[src/rtl/wbuf_pkg.sv]
package wbuf_pkg;

  typedef enum logic [1:0] {
    SRC_NONE  = 2'd0,
    SRC_STORE = 2'd1,
    SRC_EVICT = 2'd2
  } wbuf_src_e;

endpackage

[src/rtl/wbuf_ctrl.sv]
module wbuf_ctrl
  import wbuf_pkg::*;
#(
  parameter int DEPTH = 4,
  localparam int PTR_W = (DEPTH > 1) ? $clog2(DEPTH) : 1,
  localparam int CNT_W = $clog2(DEPTH + 1)
) (
  input  logic             clk,
  input  logic             rst_n,
  input  logic             st_valid,
  input  logic             ev_valid,
  input  logic             mem_ready,
  output logic             st_ready,
  output logic             ev_ready,
  output logic             push,
  output logic             pop,
  output wbuf_src_e        src,
  output logic [PTR_W-1:0] wr_ptr,
  output logic [PTR_W-1:0] rd_ptr,
  output logic [CNT_W-1:0] count,
  output logic             empty
);

  localparam logic [PTR_W-1:0] LAST_SLOT = PTR_W'(DEPTH - 1);
  localparam logic [CNT_W-1:0] FULL_CNT  = CNT_W'(DEPTH);

  logic full;

  assign full  = (count == FULL_CNT);
  assign empty = (count == '0);

  // evictions win over stores so the refill is not held up
  assign ev_ready = !full;
  assign st_ready = !full && !ev_valid;

  always_comb begin
    if (ev_valid && !full)      src = SRC_EVICT;
    else if (st_valid && !full) src = SRC_STORE;
    else                        src = SRC_NONE;
  end

  assign push = (src != SRC_NONE);
  assign pop  = !empty && mem_ready;

  always_ff @(posedge clk or negedge rst_n) begin
    if (!rst_n) begin
      wr_ptr <= '0;
      rd_ptr <= '0;
      count  <= '0;
    end else begin
      if (push) wr_ptr <= (wr_ptr == LAST_SLOT) ? '0 : wr_ptr + 1'b1;
      if (pop)  rd_ptr <= (rd_ptr == LAST_SLOT) ? '0 : rd_ptr + 1'b1;
      case ({push, pop})
        2'b10:   count <= count + 1'b1;
        2'b01:   count <= count - 1'b1;
        default: count <= count;
      endcase
    end
  end

endmodule

[src/rtl/wbuf_store.sv]
module wbuf_store #(
  parameter int DEPTH  = 4,
  parameter int ADDR_W = 16,
  parameter int DATA_W = 32,
  localparam int PTR_W = (DEPTH > 1) ? $clog2(DEPTH) : 1
) (
  input  logic              clk,
  input  logic              push,
  input  logic [PTR_W-1:0]  wr_ptr,
  input  logic [PTR_W-1:0]  rd_ptr,
  input  logic [ADDR_W-1:0] in_addr,
  input  logic [DATA_W-1:0] in_data,
  output logic [ADDR_W-1:0] head_addr,
  output logic [DATA_W-1:0] head_data,
  output logic [ADDR_W-1:0] slot_addr [DEPTH],
  output logic [DATA_W-1:0] slot_data [DEPTH]
);

  for (genvar g = 0; g < DEPTH; g++) begin : g_slot
    always_ff @(posedge clk) begin
      if (push && (wr_ptr == PTR_W'(g))) begin
        slot_addr[g] <= in_addr;
        slot_data[g] <= in_data;
      end
    end
  end

  assign head_addr = slot_addr[rd_ptr];
  assign head_data = slot_data[rd_ptr];

endmodule

[src/rtl/wbuf_match.sv]
module wbuf_match #(
  parameter int DEPTH  = 4,
  parameter int ADDR_W = 16,
  parameter int DATA_W = 32,
  localparam int PTR_W = (DEPTH > 1) ? $clog2(DEPTH) : 1,
  localparam int CNT_W = $clog2(DEPTH + 1)
) (
  input  logic [ADDR_W-1:0] slot_addr [DEPTH],
  input  logic [DATA_W-1:0] slot_data [DEPTH],
  input  logic [PTR_W-1:0]  rd_ptr,
  input  logic [CNT_W-1:0]  count,
  input  logic [ADDR_W-1:0] lk_addr,
  output logic              lk_hit,
  output logic [DATA_W-1:0] lk_data
);

  logic [DEPTH-1:0] slot_eq;

  for (genvar g = 0; g < DEPTH; g++) begin : g_cmp
    assign slot_eq[g] = (slot_addr[g] == lk_addr);
  end

  // walk from oldest to youngest; a later match overrides an earlier one
  always_comb begin
    int idx;
    lk_hit  = 1'b0;
    lk_data = '0;
    for (int k = 0; k < DEPTH; k++) begin
      idx = int'(rd_ptr) + k;
      if (idx >= DEPTH) idx = idx - DEPTH;
      if ((k < int'(count)) && slot_eq[idx]) begin
        lk_hit  = 1'b1;
        lk_data = slot_data[idx];
      end
    end
  end

endmodule

[src/rtl/store_write_buffer.sv]
module store_write_buffer
  import wbuf_pkg::*;
#(
  parameter int DEPTH  = 4,
  parameter int ADDR_W = 16,
  parameter int DATA_W = 32,
  localparam int PTR_W = (DEPTH > 1) ? $clog2(DEPTH) : 1,
  localparam int CNT_W = $clog2(DEPTH + 1)
) (
  input  logic              clk,
  input  logic              rst_n,
  input  logic              st_valid,
  output logic              st_ready,
  input  logic [ADDR_W-1:0] st_addr,
  input  logic [DATA_W-1:0] st_data,
  input  logic              st_hit,
  input  logic              ev_valid,
  output logic              ev_ready,
  input  logic [ADDR_W-1:0] ev_addr,
  input  logic [DATA_W-1:0] ev_data,
  output logic              mem_valid,
  input  logic              mem_ready,
  output logic [ADDR_W-1:0] mem_addr,
  output logic [DATA_W-1:0] mem_data,
  input  logic [ADDR_W-1:0] lk_addr,
  output logic              lk_hit,
  output logic [DATA_W-1:0] lk_data,
  output logic              cache_wr,
  output logic              cache_inv,
  output logic              empty
);

  logic              push;
  logic              pop;
  wbuf_src_e         src;
  logic [PTR_W-1:0]  wr_ptr;
  logic [PTR_W-1:0]  rd_ptr;
  logic [CNT_W-1:0]  count;
  logic [ADDR_W-1:0] in_addr;
  logic [DATA_W-1:0] in_data;
  logic [ADDR_W-1:0] slot_addr [DEPTH];
  logic [DATA_W-1:0] slot_data [DEPTH];
  logic              st_take;

  wbuf_ctrl #(.DEPTH(DEPTH)) u_ctrl (
    .clk       (clk),
    .rst_n     (rst_n),
    .st_valid  (st_valid),
    .ev_valid  (ev_valid),
    .mem_ready (mem_ready),
    .st_ready  (st_ready),
    .ev_ready  (ev_ready),
    .push      (push),
    .pop       (pop),
    .src       (src),
    .wr_ptr    (wr_ptr),
    .rd_ptr    (rd_ptr),
    .count     (count),
    .empty     (empty)
  );

  always_comb begin
    if (src == SRC_EVICT) begin
      in_addr = ev_addr;
      in_data = ev_data;
    end else begin
      in_addr = st_addr;
      in_data = st_data;
    end
  end

  wbuf_store #(.DEPTH(DEPTH), .ADDR_W(ADDR_W), .DATA_W(DATA_W)) u_store (
    .clk       (clk),
    .push      (push),
    .wr_ptr    (wr_ptr),
    .rd_ptr    (rd_ptr),
    .in_addr   (in_addr),
    .in_data   (in_data),
    .head_addr (mem_addr),
    .head_data (mem_data),
    .slot_addr (slot_addr),
    .slot_data (slot_data)
  );

  wbuf_match #(.DEPTH(DEPTH), .ADDR_W(ADDR_W), .DATA_W(DATA_W)) u_match (
    .slot_addr (slot_addr),
    .slot_data (slot_data),
    .rd_ptr    (rd_ptr),
    .count     (count),
    .lk_addr   (lk_addr),
    .lk_hit    (lk_hit),
    .lk_data   (lk_data)
  );

  assign mem_valid = !empty;
  assign st_take   = (src == SRC_STORE);
  assign cache_wr  = st_take && st_hit;
  assign cache_inv = st_take && !st_hit;

endmodule

[config.mk]
export PLATFORM = sky130hd
export DESIGN_NAME = store_write_buffer
export DESIGN_NICKNAME = d
export VERILOG_FILES = /design/src/rtl/wbuf_pkg.sv /design/src/rtl/wbuf_ctrl.sv /design/src/rtl/wbuf_store.sv /design/src/rtl/wbuf_match.sv /design/src/rtl/store_write_buffer.sv
export SDC_FILE = /design/constraint.sdc
export NUM_CORES = 1
export LEC_CHECK = 0
export ABC_AREA = 1
export ABC_CLOCK_PERIOD_IN_PS = 6700
export BUFFER_PORTS_ARGS = -buffer_cell sky130_fd_sc_hd__buf_2
export CAP_MARGIN = 5
export CORE_MARGIN = 1
export CORE_UTILIZATION = 45
export CTS_CLUSTER_DIAMETER = 150
export DETAILED_ROUTE_END_ITERATION = 8
export GPL_TIMING_DRIVEN = 0
export PLACE_DENSITY_LB_ADDON = 0.1
export SLEW_MARGIN = 20
export SYNTH_ARGS = -nofsm -noshare
export SYNTH_HDL_FRONTEND = slang
export SYNTH_SLANG_ARGS = --single-unit
[constraint.sdc]
create_clock -name clk -period 6.7 [get_ports clk]
set_input_delay 0.67 -clock clk [delete_from_list [all_inputs] [get_ports clk]]
set_output_delay 0.67 -clock clk [all_outputs]
set_load 0.005 [all_outputs]
# Word level (Yosys, flattened, before mapping)
# Cells that the tools add are included.
[totals]
romBits = 0
latch_bits = 0
wordCells = 128
ram_bits = 0
memories = 0
regBits = 199
input_bits = 118
[op_classes]
n_lt_le_gt_ge = 17
add_sub_neg = 11
div_mod_pow = 0
n_reduce_logical = 22
n_mul = 0
bitwise_logic = 5
eq_ne = 13
muxes = 49
shifts = 0
[op_table]
columns = ["operator", "n"]
rows = [
  ["$mux W32", 19],
  ["$bmux W32 S2", 5],
  ["$ge A32 B3 Y1 const B", 4],
  ["$lt A32 B4 Y1 const B", 4],
  ["$not A32 Y32", 4],
  ["$ge A32 B4 Y1 const B", 3],
  ["$sub A32 B4 Y32 const B", 3],
  ["$eq A16 B16 Y1", 4],
  ["$mux W16", 3],
  ["$bmux W16 S2", 1],
  ["$logic_and A1 B1 Y1", 14],
  ["$mux W1", 13],
  ["$eq A2 B2 Y1 const B", 5],
  ["$bmux W1 S2", 4],
  ["$add A2 B2 Y3 const B", 2],
  ["$eq A2 B1 Y1 const B", 3],
  ["$lt A1 B3 Y1 const A", 2],
  ["$lt A2 B3 Y1 const A", 2],
  ["$mux W2", 3],
  ["$pmux W3 S2", 1],
  ["$add A2 B1 Y2 const B", 2],
  ["$logic_not A1 Y1", 4],
  ["$reduce_bool A2 Y1", 2],
  ["$sub A2 B3 Y4 const B", 1],
  ["other kinds (9)", 9],
]

# Longest topological paths before layout
# Gate-level depths: netlist of the first run.
[logic_depth]
depth_word = 10
depth_mapped = 17

# Cells and area by module
# Synthesis of the first run repeated with hierarchy kept, for this count alone.
[unflattened]
hier_cells = 2140
hier_area_um2 = 14913.1
[modules_own_cells]
columns = ["module", "area_each_um2", "n_inst", "seq_area_each_um2", "cells_each"]
rows = [
  ["wbuf_store", 8096.5, 1, 5765.5, 760],
  ["wbuf_match", 5646.7, 1, 0.0, 1159],
  ["store_write_buffer", 723.2, 1, 0.0, 166],
  ["wbuf_ctrl", 446.7, 1, 175.2, 55],
]

# Worst setup path before layout of the first run
# Ideal clock, no wire load.
[synth_path]
path_kind = "flip-flop to flip-flop"
startpoint = "reg u_ctrl.count[0]"
endpoint = "reg u_store.slot_addr[0] (netlist bit), enable pin"
setup_slack_ns = 3.189
arrival_ns = 3.057
required_ns = 6.246
path_buffers = 0
path_stages_with_launch = 6
setup_time_ns = 0.454
cell_sequence = "dfrtp_1 inv_1 ha_1 nand2_1 o21ai_1 nor2_1"
[synth_via]
elab_chain_len = 7
word_cells_on_any_way = 8
classes_between = "eq/ne: 1; mux: 2; reduce/logical: 5"
[synth_lines]
columns = ["element", "line_no", "source"]
rows = [
  ["start, declared", "wbuf_ctrl.sv:20", "output logic [CNT_W-1:0] count,"],
  ["start signal, assigned", "wbuf_ctrl.sv:54", "2'b10: count <= count + 1'b1;"],
  ["start signal, assigned", "wbuf_ctrl.sv:55", "2'b01: count <= count - 1'b1;"],
  ["start signal, assigned", "wbuf_ctrl.sv:56", "default: count <= count;"],
  ["$eq A3 B3 Y1 (*)", "wbuf_ctrl.sv:29", "assign full = (count == FULL_CNT);"],
  ["$logic_not A1 Y1 (*)", "--", ""],
  ["via ev_ready", "store_write_buffer.sv:18", "output logic ev_ready,"],
  ["$logic_and A1 B1 Y1", "wbuf_ctrl.sv:38", "else if (st_valid && !full) src = SRC_STORE;"],
  ["$mux W1", "wbuf_ctrl.sv:38", ""],
  ["$mux W2 (*)", "wbuf_ctrl.sv:37", "if (ev_valid && !full) src = SRC_EVICT;"],
  ["$reduce_bool A2 Y1 (*)", "wbuf_ctrl.sv:42", "assign push = (src != SRC_NONE);"],
  ["$logic_and A1 B1 Y1 (*)", "wbuf_store.sv:21", "if (push && (wr_ptr == PTR_W'(g))) begin"],
  ["end signal, assigned by index", "wbuf_store.sv:22", "slot_addr[g] <= in_addr;"],
  ["end, declared", "wbuf_store.sv:15", "output logic [ADDR_W-1:0] slot_addr [DEPTH],"],
]
# Mark *: on every way through the listed nets, which the timed path passes. The rest lies on a longest branch.
# A chain may end at the register's enable or synchronous reset.

# Worst setup path after layout of the first run
[layout_path]
startpoint = "reg u_ctrl.rd_ptr[0]"
endpoint = "out lk_data[12]"
[layout_via]
elab_chain_len = 10
word_cells_on_any_way = 51
classes_between = "add/sub: 7; order compare: 4; mux: 32; bitwise: 4; reduce/logical: 4"
[layout_lines]
columns = ["element", "line_no", "source"]
rows = [
  ["start, declared", "wbuf_ctrl.sv:19", "output logic [PTR_W-1:0] rd_ptr,"],
  ["start signal, assigned", "wbuf_ctrl.sv:52", "if (pop) rd_ptr <= (rd_ptr == LAST_SLOT) ? '0 : rd_ptr + 1'b1;"],
  ["$add A2 B1 Y3, or another cell as far along", "wbuf_match.sv:29", "idx = int'(rd_ptr) + k;"],
  ["$sub A32 B4 Y32, or another cell as far along", "wbuf_match.sv:30", "if (idx >= DEPTH) idx = idx - DEPTH;"],
  ["$mux W32, or another cell as far along", "wbuf_match.sv:30", ""],
  ["$bmux W1 S2, or another cell as far along", "wbuf_match.sv:31", "if ((k < int'(count)) && slot_eq[idx]) begin"],
  ["$mux W1 (implied by the code), or another cell as far along (2 in a row)", "wbuf_match.sv:31", ""],
  ["$logic_and A1 B1 Y1, or another cell as far along", "wbuf_match.sv:31", ""],
  ["$mux W32 (2 in a row)", "wbuf_match.sv:31", ""],
  ["$mux W32 (*)", "wbuf_match.sv:31", ""],
  ["end, declared", "store_write_buffer.sv:27", "output logic [DATA_W-1:0] lk_data,"],
]
# Mark *: on every way between the ends. The rest lies on a longest branch, timed or not. The select of a mux whose other input is x is not followed.

==> results of run 1 <==
-- layer usage --
layer | track usage, % | vias up
met4 | 11.16 | 0
met1 | 41.27 | 5454
met5 | 0 | -
met2 | 45.69 | 622
li1 | - | 5539
met3 | 5.340 | 80
-- worst max-delay path, delay by kind of cell, from the launching register on --
kind                       cells  cell delay, ns
and+or+nand+nor                2            0.22
adders and majority gates      1            0.33
buffers and inverters          6            1.91
DFF                            1            0.49
AOI/OAI and AO/OA              1            0.20
-- through the flow --
stage,hold slack [ns],setup WS [ns]
global placement,0.5259,0.7748
global route,0.05334,2.236
CTS,0.05383,2.519
finish,0.05925,2.425
floorplan,0.3744,3.189
detailed placement,0.5316,3.010
-- registers in the layout, indices dropped and copies added (netlist names) --
name,flops
u_ctrl.rd_ptr,2
u_store.slot_data,128
u_ctrl.wr_ptr,2
u_store.slot_addr,64
u_ctrl.count,3
-- worst max-delay path by stage --
stage / start / end / slack [ns] / cells past startpoint
floorplan: u_ctrl.count[0] / u_store.slot_addr[0] / 3.19 / 5
global placement: u_ctrl.count[0] / u_store.slot_data[55] / 0.77 / 5
detailed placement: u_ctrl.rd_ptr[0] / lk_data[29] / 3.01 / 10
CTS: u_ctrl.rd_ptr[0] / lk_data[29] / 2.52 / 10
global route: u_ctrl.rd_ptr[0] / lk_data[14] / 2.24 / 10
finish: u_ctrl.rd_ptr[0] / lk_data[12] / 2.43 / 10
-- synth_stat cells, drive strengths merged --
cell       n
o22ai      9
a22oi      1
dfrtp      7
mux2i     74
a21oi     29
nand3     49
edfxtp   192
inv      150
nand2    406
clkinv     1
ha        10
mux2      48
xnor2      2
buf       52
xor2      30
o2111ai    1
o21ai    209
clkbuf    36
nor2     244
-- logic make-up (layout without fill, tap and decap cells) --
kind of cell    count (synthesis)  in the layout  share of synthesized area [%]
simple gates                  699            699                          21.83
compound gates                249            249                          9.985
buf+inv                       239            481                          7.919
flops                         199            199                          46.94
mux                           122            122                          10.12
xor+xnor                       32             32                          2.215
fa+ha+maj                      10             10                         0.9886
-- final cells by class --
class	instances	share of cell area, %
inverters	151	3.786
clock buffers	17	2.842
repair buffers	210	8.023
well taps	378	3.159
plain buffers	88	2.908
clock inverters	15	1.212
multi-input cells	1112	38.39
flip-flops and latches	199	39.68
-- power by group --
group,switching (mW),total [mW],internal (mW)
Combinational,3.54,5.28,1.74
Clock,0.526,1.03,0.508
Sequential,0.165,2.01,1.85
-- placed cells by master, fill, tap and decap left out --
cell / instances
clkinv_4: 3
o22ai_1: 9
nand3_2: 1
clkinv_1: 1
buf_12: 4
mux2i_1: 74
buf_2: 235
ha_1: 10
o21ai_0: 183
nand2_2: 1
inv_1: 134
a21oi_1: 29
nor2_1: 216
clkbuf_1: 36
mux2_2: 48
edfxtp_1: 192
a22oi_1: 1
buf_4: 9
o21ai_2: 1
nand3_1: 48
xor2_1: 30
xnor2_1: 2
nand2_1: 405
inv_8: 2
inv_6: 4
clkinv_8: 5
nor2_4: 6
buf_6: 4
inv_2: 16
inv_12: 1
nor2_2: 22
buf_1: 6
dfrtp_1: 7
o21ai_1: 25
o2111ai_1: 1
buf_16: 4
clkbuf_16: 17
==> flow_metrics.tcl, run 1 <==
set metrics [dict create \
    routabilityCongestion 0.9223 \
    wl_met3_mm 3.987 \
    cts_hold_buf 0 \
    regToRegStartpoint "u_ctrl.count[0]" \
    nets 1907 \
    finalCoreUtilization_pct 54.04 \
    p_total_mw 8.327 \
    cts_buffers 17 \
    drc 0 \
    clk_latency_ns 0.45 \
    finalCriticalPeriod_ns 4.275 \
    slew_headroom_pct 30.41 \
    path_max_fanout 10 \
    critPathKind "register to primary output" \
    drive_gt1_share_pct 21.37 \
    cts_resized 0 \
    yosysTopAreaCell "edfxtp_1" \
    post_cts_buffers 0 \
    grt_pass1_wl_mm 62.19 \
    root_buffer "clkbuf_16" \
    layoutNonFillerInstCount 2170 \
    routedWlPerCell_um 19.36 \
    multiInputGateArea_um2 5747 \
    yosysSeqAreaShare_pct 46.94 \
    finalClockSkew_ns 0.01842 \
    top_layer_used "met4" \
    r2r_end "u_store.slot_data[125]" \
    finalSetupTns_ns 0 \
    ios 205 \
    viasPerCell 5.389 \
    hold_class "primary input to async pin" \
    wl_met1_mm 17.91 \
    finalCritPeriodShare_pct 63.80 \
    ys_warn_count 0 \
    irDropWorstVdd_mv 0.3801 \
    tightest_slew_ns 1.044 \
    drt_wl_total_mm 42.01 \
    syn_inst 1550 \
    worst_setup_path_start_kind "register" \
    antenna_found_initial 0 \
    die_w_um 169.7 \
    io_buffers 202 \
    initial_core_util_pct 45.68 \
    grt-ovfl-total 0 \
    status "finished, final reports clean" \
    final.fill_count 2598 \
    rr_worst_depth 7 \
    rsz0062_at_grt "false" \
    wl_met2_mm 18.88 \
    netlist_top_cells_area "edfxtp_1 46%, nand2_1 12%, o21ai_0 7.2%" \
    tritoncts "yes" \
    netlist_area_um2 12660 \
    synth_nets 1678 \
    grt_max_degree 23 \
    finalMaxSlewViolations 0 \
    setup_viol 0 \
    ys_ff_latch 199 \
    clkTransAtPathRegs_ns 0.09 \
    maxCapViolCount 0 \
    r2r_slack_ns 4.00 \
    fin_area_um2 14970 \
    dp_cells 2138 \
    ant_nets 0 \
    hold_violations 0 \
    grt_usage_pct 29.58 \
    synth_cell_types 28 \
    cpMaxStageDelayCell "clkbuf_1" \
    antennaDiodeCount 0 \
    area_delta_synth_final_pct 18.29 \
    dieArea_um2 28800 \
    dp.final_hpwl_mm 29.65 \
    path_cells "ha_1, buf_2, inv_1, buf_2, buf_2, clkbuf_1, nor2_1, o21ai_0, nand2_1, buf_2" \
    crit_path_end_kind "primary output" \
    seq_area_um2 5941 \
    htreeDepth 4 \
    required_ns 6.03 \
    critPathArrivalTime_ns 3.60 \
    first_global_vias 10660 \
    fmax_mhz 233.9 \
    die_h_um 169.7 \
    placed_area_um2 14360 \
    p_leak_nw 6.895 \
    vias 11700 \
    core_area_um2 27710 \
    power_density_nw_per_um2 556.2 \
    row_count 61 \
    clock-sinks 199 \
    crit_top_cell "buf_2" \
    drtIter0Drc 1342 \
    synth.avg_cell_area_um2 8.165 \
    slowest_delay_ns 0.76 \
    clockBufferDepth 2 \
    first_pass_iters 6 \
    yosysTopAreaCellShare_pct 45.56 \
]
Power figures use the tool's default switching activity.
==> run 2, diff against run 1 <==
ABC_AREA = 0   (was 1)
ABC_CLOCK_PERIOD_IN_PS = 4300   (was 6700)
clock period = 4.3 ns   (was 6.7 ns; I/O delays follow)
==> run 2 against run 1 <==
  * Register-to-register slack got worse by 2.7 ns
  * Worst hold slack better by 0.26 ns
  * Critical path depth decreased by 2
  * First-iteration DRC count shrank 38%
  * Sequential power is 63% higher
  * Worst setup slack worse by 2.2 ns
  * Global-route usage shrank 3.8 points
  * Highest routed layer unchanged
==> flow_metrics.tcl, run 2 <==
set metrics [dict create \
    setup_viol 0 \
    first_pass_iters 7 \
    routabilityCongestion 0.7951 \
    hold_violations 0 \
    critPathKind "register to primary output" \
    die_w_um 174.4 \
    tritoncts "yes" \
    fin_area_um2 15580 \
    yosys-top-cells-count "192 x edfxtp_1, 114 x mux4_2, 67 x mux2i_1" \
    worst_setup_path_start_kind "register" \
    clk_latency_ns 0.46 \
    timing.hold.ws_ns 0.3166 \
    path_max_fanout 10 \
    dieArea_um2 30410 \
    clkTransAtPathRegs_ns 0.10 \
    syn_inst 927 \
    io_buffers 188 \
    finalSetupTns_ns 0 \
    drive_gt1_share_pct 44.88 \
    hold_depth 2 \
    netlist_area_um2 13370 \
    regToRegStartpoint "u_ctrl.count[2]" \
    antenna_found_initial 1 \
    power_density_nw_per_um2 698.5 \
    antennaDiodeCount 0 \
    worst_slack_ns 0.2642 \
    largest_register_ffs 128 \
    drc 0 \
    final.fill_count 2487 \
    yosysTopAreaCellShare_pct 43.11 \
    finalClockSkew_ns 0.02207 \
    nets 1267 \
    p_leak_nw 5.508 \
    status "finished, final reports clean" \
    htreeDepth 4 \
    cts_resized 0 \
    drtIter0Drc 830 \
    grt-ovfl-total 0 \
    critPathArrivalTime_ns 3.61 \
    synth_nets 1055 \
    drt_wl_total_mm 38.63 \
    synth.avg_cell_area_um2 14.43 \
    grt_usage_pct 25.79 \
    initial_core_util_pct 46.22 \
    ys_ff_latch 199 \
    layout_commonest_cell "buf_2" \
    dp.final_hpwl_mm 26.25 \
    tightest_slew_ns 0.9046 \
    first_global_vias 9584 \
    ios 205 \
    dp_slack_ns 0.8234 \
    grt_max_degree 39 \
    die_h_um 174.4 \
    rr_worst_depth 6 \
    root_buffer "clkbuf_16" \
    slew_headroom_pct 39.70 \
    ys_warn_count 0 \
    yosysSeqAreaShare_pct 44.42 \
    area_delta_synth_final_pct 16.49 \
    netlist_top_cells_area "edfxtp_1 43%, mux4_2 19%, mux2i_1 5.0%" \
    ant_nets 0 \
    viasPerCell 6.203 \
    async_flop_share_pct 3.518 \
    clock-sinks 199 \
    rsz0062_at_grt "false" \
    crit_start "u_ctrl.rd_ptr[1]" \
    synth_cell_types 42 \
    hold_class "primary input to register" \
    p_total_mw 10.88 \
    cts_buffers 17 \
    yosysTopAreaCell "edfxtp_1" \
    synth_ff_type "edfxtp_1" \
    routedWlPerCell_um 25.15 \
    crit_path_end_kind "primary output" \
    min_from "st_addr[11]" \
    finalCriticalPeriod_ns 4.036 \
    finalMaxSlewViolations 0 \
    fmax_mhz 247.8 \
    finalCritPeriodShare_pct 93.86 \
    grt_pass1_wl_mm 57.91 \
    top_register "u_store.slot_data" \
    vias 9528 \
    clockBufferDepth 2 \
    maxCapViolCount 0 \
    synth_most_common_cell "edfxtp_1" \
    row_count 62 \
    reg_top3 "u_store.slot_data (128), u_store.slot_addr (64), u_ctrl.count (3)" \
    final_cell_mix "227 x buf_2, 192 x edfxtp_1, 114 x mux4_2, 67 x mux2i_1, 66 x xnor2_1" \
    irDropWorstVdd_mv 0.3601 \
    core_area_um2 28940 \
    synth_edf_count 192 \
    required_ns 3.87 \
    placed_area_um2 14910 \
]
[run 2: cell count changes after synthesis, sizes merged, moves of 29 or more]
cell	delta
nor3	+32
nor2	-240
a22o	+32
a311oi	+32
xor2	-29
nor3b	+32
xnor2	+64
inv	-142
and2	+38
nand2	-398
mux4	+114
o21ai	-141
[run 2: per-layer routing]
layer | vias to the layer above | wire length, um | GRT usage, % | share of wire [%]
li1 | 4174 | - | - | -
met1 | 4870 | 16320 | 34.97 | 42
met2 | 422 | 18920 | 42.73 | 49
met3 | 62 | 2364 | 3.193 | 6.1
met4 | 0 | 1019 | 9.101 | 2.6
met5 | - | 0 | 0 | 0
[run 2: worst max-delay path, cell delays in order, from the launching register on]
cell and delay, ns:
dfrtp_1 0.40, ha_1 0.28, clkbuf_1 0.44, clkbuf_1 0.55
clkbuf_1 0.72, mux4_2 0.42, nand3_1 0.12, o21ai_2 0.09
buf_2 0.13
[run 2: cells by family after synthesis]
logic type | count (synthesis) | share of synthesized area [%]
adders and majority gates | 10 | 0.9356
and+or+nand+nor | 173 | 7.812
AOI/OAI and AO/OA | 137 | 9.328
xor gates and xnor gates | 67 | 4.388
muxes | 233 | 28.71
buffers and inverters | 108 | 4.407
DFF | 199 | 44.42
[run 2: repair_timing]
item                                   in CTS  in global routing
buffers inserted                            0                  0
hold buffers                                1                  0
endpoints found under the hold margin       7                  0
[run 2: worst paths after layout]
check | endpoint | slack (ns)
max | lk_data[0] | 0.26
min | u_store.slot_addr[27] | 0.32
max reg2reg | u_store.slot_data[122] | 1.34
min reg2reg | u_ctrl.count[1] | 0.59
max in group asynchronous | u_ctrl.rd_ptr[0] | 3.79
min in group asynchronous | u_ctrl.wr_ptr[1] | 0.34
[run 2: area by class of cell]
cell class | instances | area (um2) | share of cell area (%)
flip-flops and latches | 199 | 5941 | 38.14
clock buffers | 17 | 425.4 | 2.731
repair buffers | 193 | 1054 | 6.763
inverters | 8 | 30.03 | 0.1928
plain buffers | 100 | 559.3 | 3.590
clock inverters | 15 | 235.2 | 1.510
multi-input cells | 620 | 6853 | 43.99
well taps | 384 | 480.5 | 3.084
[run 2: stage by stage]
stage,utilization [%],std cells
floorplan,-,927
global placement,51.13,1499
CTS,53.84,1536
detailed placement,51.52,1503
finish,53.84,1536
global route,53.84,1536
[run 2: power breakdown]
group	internal, mW	total (mW)	switching [mW]
clock network	0.846	1.78	0.939
logic	2.66	5.81	3.15
registers	2.88	3.28	0.404
total	6.39	10.9	4.49
==> run 3, diff against run 2 <==
CORE_ASPECT_RATIO = 0.7   (was default)
==> run 3 against run 2 <==
  * Combinational power increased by 1%
  * Largest power group unchanged
  * Non-clock buffer count unchanged
  * Sequential power about the same
  * Sequential share of layout area increased by 0.29 points
  * First-iteration DRC count unchanged
  * Final cell count decreased by 0.39%
==> flow_metrics.tcl, run 3 (synthesis results as in run 2) <==
set metrics [dict create \
    path_delay_family "buffers and inverters" \
    top_register "u_store.slot_data" \
    antenna_found_initial 0 \
    hold_violations 0 \
    min_to "u_store.slot_data[15]" \
    finalCriticalPeriod_ns 4.047 \
    setup_viol 0 \
    row_count 52 \
    clk_latency_ns 0.46 \
    fmax_mhz 247.1 \
    slew_headroom_pct 35.97 \
    worst_setup_path_start_kind "register" \
    ant_nets 0 \
    finalSetupTns_ns 0 \
    p_leak_nw 5.452 \
    drc 0 \
    die_w_um 208.0 \
    hold_depth 2 \
    grt_util_met2_pct 38.34 \
    finalClockSkew_ns 0.01338 \
    drtIter0Drc 830 \
    maxCapViolCount 0 \
    viasPerCell 6.203 \
    finalMaxSlewViolations 0 \
    die_h_um 146.2 \
    ios 205 \
    htreeDepth 4 \
    dieArea_um2 30420 \
    critPathBufInv 4 \
    slowest_delay_ns 0.70 \
    rsz0062_at_grt "false" \
    hold_class "primary input to register" \
    tritoncts "yes" \
    io_buffers 188 \
    power_density_nw_per_um2 695.3 \
    area_delta_synth_final_pct 15.62 \
    grt_most_used_layer "met1" \
    r2r_end "u_store.slot_data[27]" \
    grt_pass1_wl_mm 59.00 \
    crit_top_cell "clkbuf_1" \
    layout_commonest_cell "buf_2" \
    cpMaxStageDelayCell "clkbuf_1" \
    grt_usage_pct 26.73 \
    vias 9491 \
    crit_path_end_kind "primary output" \
    initial_core_util_pct 45.98 \
    min_from "ev_data[15]" \
    irDropWorstVdd_mv 0.4144 \
    tightest_slew_ns 0.9605 \
    grt_max_degree 36 \
    drt_wl_total_mm 39.97 \
    root_buffer "clkbuf_16" \
    met1_usage_pct 41.67 \
    routedWlPerCell_um 26.12 \
    routabilityCongestion 0.8085 \
    use_met3_pct 5.248 \
    clock-sinks 199 \
    path_cells "ha_1, clkbuf_1, clkbuf_1, clkbuf_1, mux4_2, nand3_1, o21ai_2, buf_2" \
    final_cell_mix "227 x buf_2, 192 x edfxtp_1, 114 x mux4_2, 67 x mux2i_1, 66 x xnor2_1" \
    first_global_vias 9111 \
    finalCritPeriodShare_pct 94.11 \
    seq_area_um2 5941 \
    cts_resized 0 \
    regToRegStartpoint "u_ctrl.count[0]" \
    p_total_mw 10.75 \
    clockBufferDepth 2 \
    cts_hold_buf 1 \
    post_cts_buffers 0 \
    grt-ovfl-total 0 \
    clkTransAtPathRegs_ns 0.08 \
    cts_buffers 17 \
    rr_worst_depth 7 \
    reg_top3 "u_store.slot_data (128), u_store.slot_addr (64), u_ctrl.count (3)" \
    final.fill_count 2444 \
    r2r_slack_ns 1.31 \
    critPathKind "register to primary output" \
    largest_register_ffs 128 \
    multiInputGateArea_um2 6853 \
    dp.final_hpwl_mm 27.72 \
    critPathArrivalTime_ns 3.62 \
    required_ns 3.87 \
    antennaDiodeCount 0 \
    drive_gt1_share_pct 44.79 \
    path_max_fanout 10 \
    finalCoreUtilization_pct 53.16 \
    core_area_um2 29080 \
    status "finished, final reports clean" \
    nets 1267 \
    first_pass_iters 7 \
]
-- run 3: cell types whose count changed in the layout (fill, tap and decap cells not counted), sizes merged --
cell and change:
inv -8, clkbuf +3, clkinvlp +3, bufinv +1
clkinv +1
-- run 3: worst max path at each step --
stage | endpoint | start | cells after the start
global route | lk_data[7] | u_ctrl.rd_ptr[1] | 8
CTS | lk_data[17] | u_ctrl.rd_ptr[1] | 8
detailed placement | lk_data[17] | u_ctrl.rd_ptr[1] | 8
global placement | u_store.slot_data[89] | u_ctrl.count[0] | 5
floorplan | u_store.slot_addr[0] | u_ctrl.count[0] | 5
finish | lk_data[17] | u_ctrl.rd_ptr[1] | 8
-- run 3: power breakdown --
group	total [mW]	switching, mW	internal, mW
Sequential	3.30	0.418	2.88
Clock	1.58	0.760	0.823
Combinational	5.87	3.21	2.65
-- run 3: cell type report --
| class | instances | share of cell area [%] |
|---|---|---|
| Multi-Input combinational cell | 620 | 44.32 |
| Buffer | 100 | 3.625 |
| Clock inverter | 12 | 0.7688 |
| Sequential cell | 199 | 38.42 |
| Timing Repair Buffer | 193 | 6.717 |
| Inverter | 8 | 0.1942 |
| Tap cell | 378 | 3.059 |
| Clock buffer | 20 | 2.889 |
-- run 3: per-layer routing --
metal,vias to the layer above,wire [um]
met5,-,0
met4,0,537
met3,41,3176
met2,443,17210
met1,4838,19040
li1,4169,-
-- run 3: stage by stage --
| step | cell area, um2 | hold WS (ns) | instances | setup WS [ns] |
|---|---|---|---|---|
| after detailed placement | 14880 | 0.2826 | 1497 | 0.7895 |
| after global routing | 15460 | 0.3076 | 1530 | 0.1742 |
| after CTS | 15460 | 0.2997 | 1530 | 0.2611 |
| final | 15460 | 0.3171 | 1530 | 0.2534 |
| after floorplan | 13370 | 0.1344 | 927 | 1.675 |
| after global placement | 14790 | 0.2747 | 1493 | 0.2609 |
-- run 3: worst reg2reg max path: stages (launching register included) --
cell and delay [ns]:
dfrtp_1 0.44, inv_1 0.11, ha_1 0.26, nand2_1 0.12, and2_1 0.18, buf_2 0.48
buf_1 0.63, mux2_2 0.49
